[config.mk]
export PLATFORM = sky130hd
export DESIGN_NAME = perm_addr_gen
export DESIGN_NICKNAME = d
export VERILOG_FILES = /design/src/rtl/perm_pkg.sv /design/src/rtl/perm_wrap_add.sv /design/src/rtl/perm_addr_map.sv /design/src/rtl/perm_addr_gen.sv
export SDC_FILE = /design/constraint.sdc
export NUM_CORES = 1
export LEC_CHECK = 0
export CAP_MARGIN = 20
export CORE_AREA = 2 2 163 117
export DETAILED_ROUTE_END_ITERATION = 16
export DIE_AREA = 0 0 165 119
export GPL_TIMING_DRIVEN = 0
export PLACE_DENSITY = 0.7
export RECOVER_POWER = 50
export REMOVE_ABC_BUFFERS = 1
export SLEW_MARGIN = 15
export SYNTH_ARGS = -nofsm -noshare
export SYNTH_HDL_FRONTEND = slang
export SYNTH_SLANG_ARGS = --single-unit
[constraint.sdc]
create_clock -name clk -period 11.55 [get_ports clk]
set_input_delay 3.465 -clock clk [delete_from_list [all_inputs] [get_ports clk]]
set_output_delay 3.465 -clock clk [all_outputs]
set_load 0.01 [all_outputs]
[src/rtl/perm_pkg.sv]
package perm_pkg;

  typedef enum logic [1:0] {
    PASS_ROW = 2'd0,
    PASS_COL = 2'd1,
    PASS_PIX = 2'd2
  } pass_e;

  typedef enum logic [2:0] {
    ST_IDLE = 3'd0,
    ST_SEQ  = 3'd1,
    ST_CALC = 3'd2,
    ST_RD   = 3'd3,
    ST_WR   = 3'd4
  } walk_e;

endpackage

[src/rtl/perm_wrap_add.sv]
// Destination index for one pass: (idx + disp mod RANGE) mod RANGE.
module perm_wrap_add #(
  parameter int RANGE = 9,
  parameter int DW    = 8,
  parameter int LW    = 6
) (
  input  logic [DW-1:0] disp,
  input  logic [LW-1:0] idx,
  output logic [LW-1:0] dest
);

  logic [31:0] red;
  logic [31:0] sum;

  always_comb begin
    red = 32'(disp) % 32'(RANGE);
    sum = 32'(idx) + red;
    if (sum >= 32'(RANGE)) begin
      sum = sum - 32'(RANGE);
    end
    dest = LW'(sum);
  end

endmodule

[src/rtl/perm_addr_map.sv]
// Maps pass, line, element and destination line to source/destination addresses.
module perm_addr_map
  import perm_pkg::*;
#(
  parameter int ROWS = 3,
  parameter int COLS = 4,
  parameter int AW   = 16,
  parameter int LW   = 6
) (
  input  pass_e         pass,
  input  logic [LW-1:0] line_idx,
  input  logic [LW-1:0] elem_idx,
  input  logic [LW-1:0] dline_idx,
  input  logic [AW-1:0] base_a,
  input  logic [AW-1:0] base_b,
  output logic [AW-1:0] src_addr,
  output logic [AW-1:0] dst_addr
);

  localparam logic [AW-1:0] NCOL   = AW'(COLS);
  localparam logic [AW-1:0] NCOL2  = AW'(2 * COLS);
  localparam logic [AW-1:0] PLANE  = AW'(ROWS * COLS);
  localparam logic [AW-1:0] PLANE2 = AW'(2 * ROWS * COLS);

  function automatic logic [AW-1:0] col_off(input logic [LW-1:0] k,
                                            input logic [LW-1:0] r);
    logic [AW-1:0] kk;
    logic [AW-1:0] p_off;
    logic [AW-1:0] c;
    kk = AW'(k);
    if (kk >= NCOL2) begin
      p_off = PLANE2;
      c     = kk - NCOL2;
    end else if (kk >= NCOL) begin
      p_off = PLANE;
      c     = kk - NCOL;
    end else begin
      p_off = '0;
      c     = kk;
    end
    return p_off + AW'(r) * NCOL + c;
  endfunction

  always_comb begin
    case (pass)
      PASS_ROW: begin
        src_addr = base_a + AW'(line_idx) * NCOL + AW'(elem_idx);
        dst_addr = base_b + AW'(dline_idx) * NCOL + AW'(elem_idx);
      end
      PASS_COL: begin
        src_addr = base_b + col_off(line_idx, elem_idx);
        dst_addr = base_a + col_off(dline_idx, elem_idx);
      end
      default: begin
        src_addr = base_a + AW'(line_idx);
        dst_addr = base_b + AW'(dline_idx);
      end
    endcase
  end

endmodule

[src/rtl/perm_addr_gen.sv]
module perm_addr_gen
  import perm_pkg::*;
#(
  parameter int ROWS = 3,
  parameter int COLS = 4,
  parameter int AW   = 16,
  parameter int DW   = 8,
  parameter int PW   = 8,
  localparam int PIX     = 3 * ROWS * COLS,
  localparam int SEQ_LEN = 3 * ROWS + 3 * COLS + PIX,
  localparam int SQW     = $clog2(SEQ_LEN),
  localparam int LW      = $clog2(PIX + 1)
) (
  input  logic           clk,
  input  logic           rst_n,
  input  logic           start,
  input  logic [AW-1:0]  base_a,
  input  logic [AW-1:0]  base_b,
  output logic [SQW-1:0] seq_addr,
  input  logic [DW-1:0]  seq_data,
  output logic           mem_req,
  output logic           mem_we,
  output logic [AW-1:0]  mem_addr,
  output logic [PW-1:0]  mem_wdata,
  input  logic [PW-1:0]  mem_rdata,
  input  logic           mem_ack,
  output logic           done
);

  localparam logic [LW-1:0]  ROW_LAST   = LW'(3 * ROWS - 1);
  localparam logic [LW-1:0]  COL_LAST   = LW'(3 * COLS - 1);
  localparam logic [LW-1:0]  PIX_LAST   = LW'(PIX - 1);
  localparam logic [LW-1:0]  RELEM_LAST = LW'(COLS - 1);
  localparam logic [LW-1:0]  CELEM_LAST = LW'(ROWS - 1);
  localparam logic [SQW-1:0] SQ_COL     = SQW'(3 * ROWS);
  localparam logic [SQW-1:0] SQ_PIX     = SQW'(3 * ROWS + 3 * COLS);

  walk_e         state_q, state_d;
  pass_e         pass_q, pass_d;
  logic [LW-1:0] line_q, line_d;
  logic [LW-1:0] elem_q, elem_d;
  logic [LW-1:0] dline_q;
  logic [PW-1:0] data_q;
  logic          done_q, done_d;

  logic          calc_en;
  logic          cap_en;
  logic          line_last;
  logic          elem_last;
  logic [LW-1:0] dline_sel;
  logic [LW-1:0] wrap_dest [3];
  logic [AW-1:0] src_addr;
  logic [AW-1:0] dst_addr;

  // one reducer per pass, each with a constant modulus
  for (genvar g = 0; g < 3; g++) begin : g_wrap
    localparam int RNG = (g == 0) ? 3 * ROWS : (g == 1) ? 3 * COLS : PIX;
    perm_wrap_add #(.RANGE(RNG), .DW(DW), .LW(LW)) u_wrap (
      .disp (seq_data),
      .idx  (line_q),
      .dest (wrap_dest[g])
    );
  end

  perm_addr_map #(.ROWS(ROWS), .COLS(COLS), .AW(AW), .LW(LW)) u_map (
    .pass      (pass_q),
    .line_idx  (line_q),
    .elem_idx  (elem_q),
    .dline_idx (dline_q),
    .base_a    (base_a),
    .base_b    (base_b),
    .src_addr  (src_addr),
    .dst_addr  (dst_addr)
  );

  always_comb begin
    case (pass_q)
      PASS_ROW: begin
        line_last = (line_q == ROW_LAST);
        elem_last = (elem_q == RELEM_LAST);
        dline_sel = wrap_dest[0];
        seq_addr  = SQW'(line_q);
      end
      PASS_COL: begin
        line_last = (line_q == COL_LAST);
        elem_last = (elem_q == CELEM_LAST);
        dline_sel = wrap_dest[1];
        seq_addr  = SQ_COL + SQW'(line_q);
      end
      default: begin
        line_last = (line_q == PIX_LAST);
        elem_last = 1'b1;
        dline_sel = wrap_dest[2];
        seq_addr  = SQ_PIX + SQW'(line_q);
      end
    endcase
  end

  // next-state logic
  always_comb begin
    state_d = state_q;
    pass_d  = pass_q;
    line_d  = line_q;
    elem_d  = elem_q;
    done_d  = 1'b0;
    calc_en = 1'b0;
    cap_en  = 1'b0;
    case (state_q)
      ST_IDLE: begin
        if (start) begin
          pass_d  = PASS_ROW;
          line_d  = '0;
          elem_d  = '0;
          state_d = ST_SEQ;
        end
      end
      ST_SEQ: begin
        state_d = ST_CALC;
      end
      ST_CALC: begin
        calc_en = 1'b1;
        state_d = ST_RD;
      end
      ST_RD: begin
        if (mem_ack) begin
          cap_en  = 1'b1;
          state_d = ST_WR;
        end
      end
      ST_WR: begin
        if (mem_ack) begin
          if (!elem_last) begin
            elem_d  = elem_q + LW'(1);
            state_d = ST_RD;
          end else begin
            elem_d = '0;
            if (!line_last) begin
              line_d  = line_q + LW'(1);
              state_d = ST_SEQ;
            end else begin
              line_d = '0;
              if (pass_q == PASS_PIX) begin
                state_d = ST_IDLE;
                done_d  = 1'b1;
              end else begin
                pass_d  = pass_e'(pass_q + 2'd1);
                state_d = ST_SEQ;
              end
            end
          end
        end
      end
      default: state_d = ST_IDLE;
    endcase
  end

  // registers
  always_ff @(posedge clk or negedge rst_n) begin
    if (!rst_n) begin
      state_q <= ST_IDLE;
      pass_q  <= PASS_ROW;
      line_q  <= '0;
      elem_q  <= '0;
      dline_q <= '0;
      data_q  <= '0;
      done_q  <= 1'b0;
    end else begin
      state_q <= state_d;
      pass_q  <= pass_d;
      line_q  <= line_d;
      elem_q  <= elem_d;
      done_q  <= done_d;
      if (calc_en) begin
        dline_q <= dline_sel;
      end
      if (cap_en) begin
        data_q <= mem_rdata;
      end
    end
  end

  assign mem_req   = (state_q == ST_RD) || (state_q == ST_WR);
  assign mem_we    = (state_q == ST_WR);
  assign mem_addr  = (state_q == ST_WR) ? dst_addr : src_addr;
  assign mem_wdata = data_q;
  assign done      = done_q;

  AST_REQ_HOLD: assert property (@(posedge clk) disable iff (!rst_n)
    (mem_req && !mem_ack) |=> (mem_req && $stable(mem_addr) && $stable(mem_we) && $stable(mem_wdata)));
  AST_RD_THEN_WR: assert property (@(posedge clk) disable iff (!rst_n)
    (mem_req && !mem_we && mem_ack) |=> (mem_req && mem_we));
  AST_WR_CARRIES_RD: assert property (@(posedge clk) disable iff (!rst_n)
    (mem_req && !mem_we && mem_ack) |=> (mem_wdata == $past(mem_rdata)));
  AST_DONE_SINGLE: assert property (@(posedge clk) disable iff (!rst_n)
    done |=> !done);
  AST_DONE_AFTER_WR: assert property (@(posedge clk) disable iff (!rst_n)
    done |-> $past(mem_req && mem_we && mem_ack));
  AST_ADDR_IN_IMAGE: assert property (@(posedge clk) disable iff (!rst_n)
    mem_req |-> ((mem_addr >= base_a && mem_addr < base_a + AW'(PIX)) ||
                 (mem_addr >= base_b && mem_addr < base_b + AW'(PIX))));
  AST_PASS_ORDER: assert property (@(posedge clk) disable iff (!rst_n)
    !$stable(pass_q) |-> ((pass_q == PASS_COL && $past(pass_q) == PASS_ROW) ||
                          (pass_q == PASS_PIX && $past(pass_q) == PASS_COL) ||
                          (pass_q == PASS_ROW && $past(state_q) == ST_IDLE)));

endmodule

==> impl_metrics.json <==
{
  "setup_viol": 0,
  "clkLatencyLatePin_ns": 0.28,
  "tns_ns": 0,
  "crit_path_start_kind": "input port",
  "end_kind": "output port",
  "period_share": 0.9801,
  "drt_wl_total_mm": 28.10,
  "tightest_slew_ns": 1.753,
  "die_w_um": 165,
  "crit_type": "input port to output port",
  "maxSlewHeadroom": -0.1686,
  "power_density_mw_per_mm2": 178.3,
  "synth_ff_type": "dfrtp_1",
  "post-route-util": 0.5871,
  "coreArea_mm2": 0.01834,
  "final_nets": 1498,
  "drtAntennaViolNets": 0,
  "yosysWarningCount": 0,
  "worstPathArrival_ns": 7.86,
  "skew_ns": 0.007162,
  "avgRoutedWirePerCell_um": 18.71,
  "hold_viol_final": 0,
  "dieArea_mm2": 0.01964,
  "post-route-drc-count": 0,
  "clock_sinks": 32,
  "cts_buffer_depth": 2,
  "hp-class": "flop to flop",
  "synth_top_family_by_area": "adder cells",
  "vias": 9193,
  "grt-ovfl-total": 0,
  "leakagePower_uw": 0.004982,
  "start_util": 0.5079,
  "synth_area_mm2": 0.009315,
  "htreeDepth": 2,
  "ys_seq_elements": 32,
  "gp_congestion": 0.9004,
  "antenna_found_initial": 0,
  "synth.distinct_cells": 91,
  "vias_per_cell": 6.121,
  "timing.fmax_ghz": 0.08834,
  "slew_violations": 33,
  "dp_hpwl_mm": 21.83,
  "clk_pin_slew_ns": 0.05,
  "num_rows": 42,
  "synthArstFlopShare": 1.000,
  "pin_count": 85,
  "critPathMaxFanout": 3,
  "numPortBuffers": 84,
  "first_pass_iters": 7,
  "hold_buffers": 0,
  "synth_top_area_share": 0.2055,
  "cts_tree": "yes",
  "avgSynthCellArea_um2": 7.815,
  "numCtsBuffers": 5,
  "yosysTopAreaCell": "ha_1",
  "track_usage": 0.2864,
  "synth_edf_count": 0,
  "grt_pass1_vias": 8306,
  "outcome": "finished, violations left",
  "grt_pass1_wl_mm": 44.97,
  "synth.area.mux_share": 0.02821,
  "failed_checks": "capacitance limit, slew limit",
  "synth_fa_ha_area_frac": 0.2786,
  "drv_cap": 1,
  "drive_above_1_share": 0.08571,
  "fill_cells": 1741,
  "fin_crit_ns": 11.32,
  "cts-root-buf": "clkbuf_16",
  "n_antenna_cell": 0,
  "irDropWorstVdd_mv": 0.1143,
  "synth_cells": 1192,
  "die_y_um": 119,
  "yosys.area_share.simple": 0.1627,
  "critical_path_required_ns": 8.09,
  "synth.area.top_cells": "ha_1 21%, dfrtp_1 8.6%, xnor2_1 7.6%",
  "first_iter_violations": 929,
  "yosysSeqAreaShare": 0.08596,
  "syn2layout_area_growth_pct": 15.58,
  "synthXorXnorAreaFrac": 0.1126,
  "grt_max_degree": 34,
  "synth_compound_area_frac": 0.2680
}
## layer usage
layer	GRT usage	routed length, µm	vias to the layer above
met5	0	0	-
met4	0.02663	212	0
met3	0.05120	2871	21
met2	0.3768	10680	419
met1	0.4839	14340	4318
li1	-	-	4435
## synthesized netlist by cell type, drive strengths merged (3+ instances only)
cell / instances
and2: 6
nand2: 88
nand4b: 4
a221oi: 3
nand3b: 3
and3: 5
or3: 10
mux2: 12
o211a: 5
or2: 6
a2111oi: 3
ha: 153
o22ai: 18
a31oi: 15
o21bai: 28
nand3: 30
nor2: 72
o21a: 11
xor2: 36
a41oi: 3
xnor2: 82
fa: 34
nor3: 29
inv: 116
clkbuf: 31
buf: 7
nor2b: 17
o2111ai: 5
o31ai: 9
a22oi: 7
o211ai: 9
mux2i: 12
o221ai: 13
nand2b: 13
nor4: 8
a22o: 4
a211oi: 9
nand4: 9
a21boi: 5
o21ai: 63
dfrtp: 32
a21o: 30
a21oi: 103
## cells by family (layout without fill, tap and decap cells)
| group | after synthesis | after routing |
|---|---|---|
| compound gates | 367 | 367 |
| fa+ha+maj | 187 | 187 |
| buf+inv | 156 | 224 |
| mux | 24 | 24 |
| flops | 32 | 32 |
| xor+xnor | 118 | 118 |
| simple gates | 308 | 308 |
## placed cells by master, fill, tap and decap left out, types with 9 or more instances in the layout
cell and n:
or3_1 10, nor2b_1 17, nand4_1 9, nand2_1 88, nor2_1 66, nand2b_1 13, o21a_1 11, inv_1 114
mux2i_1 10, nand3_1 29, o21bai_1 26, a21oi_2 15, a21o_1 30, dfrtp_1 32, xnor2_1 78, nor3_1 27
ha_1 150, clkdlybuf4s50_1 59, o22ai_1 17, xor2_1 35, a21oi_1 87, dlygate4sd3_1 10, buf_4 11, o21ai_0 57
fa_1 32, mux2_2 10, a31oi_1 15, o221ai_1 13
## power breakdown
part | switching, µW | total, µW | internal (µW) | leakage, µW
clock | 49.1 | 150 | 101 | 0.0000808
sequential | 58.3 | 205 | 146 | 0.000407
combinational | 906 | 1560 | 658 | 0.00449
## worst paths after layout
kind | cells past startpoint | start | slack, ns | to
max reg2reg | 16 | line_q[1]$_DFFE_PN0P_ | 7.33 | dline_q[4]$_DFFE_PN0P_
max in group asynchronous | 1 | rst_n | 6.88 | line_q[1]$_DFFE_PN0P_
max | 23 | base_b[3] | 0.23 | mem_addr[15]
min reg2reg | 1 | mem_wdata[1]$_DFFE_PN0P_ | 0.50 | mem_wdata[1]$_DFFE_PN0P_
min in group asynchronous | 1 | rst_n | 3.64 | done$_DFF_PN0_
min | 1 | mem_wdata[1]$_DFFE_PN0P_ | 0.50 | mem_wdata[1]$_DFFE_PN0P_
## worst max-delay path, cell delays in order
cell and delay (ns):
clkdlybuf4s15_2 0.27, inv_1 0.09, fa_1 0.54, inv_1 0.05, fa_1 0.53, ha_1 0.31, a21o_1 0.17, a21oi_2 0.19
o21bai_1 0.09, a21oi_1 0.25, o21bai_1 0.12, a21oi_2 0.19, o21bai_1 0.11, a21oi_2 0.19, o21bai_1 0.11, a21oi_2 0.19
o21bai_1 0.10, a21oi_1 0.19, xnor2_1 0.13, nand2_1 0.06, o211ai_1 0.13, o311ai_0 0.17, buf_2 0.20
## through the flow
stage                     hold WS [ns]  area (µm²)  power, µW  instances  setup slack [ns]
final                           0.5001       10770       1920       1502            0.2297
after global routing            0.5251       10770       2080       1502          -0.04338
after CTS                       0.5049       10680       1886       1499          0.009723
after detailed placement        0.4929       10360       1680       1484            -1.850
after global placement          0.4849       10300       1637       1480            -2.114
after floorplan                 0.5350        9161       1182       1154            0.2522
## area by class of cell
class / instances / area, µm² / area share
clock buffers: 6 / 128.9 / 0.01197
clock inverters: 2 / 35.03 / 0.003254
inverters: 118 / 442.9 / 0.04114
multi-input cells: 1004 / 8147 / 0.7567
flip-flops and latches: 32 / 800.8 / 0.07438
well taps: 242 / 302.8 / 0.02812
repair buffers: 98 / 909.6 / 0.08449
## registers in the layout, summed over array words and instances (netlist names)
register / count
dline_q: 6
done: 1
elem_q: 6
mem_wdata: 8
line_q: 6
state_q: 3
pass_q: 2
## what timing repair did
item / 4_1_cts / 5_1_grt
pin swaps: 8 / 9
setup buffers: 7 / 3
resized for setup: 45 / 38
endpoints found under the setup margin: 12 / 10
(Power assumes the default switching activity.)
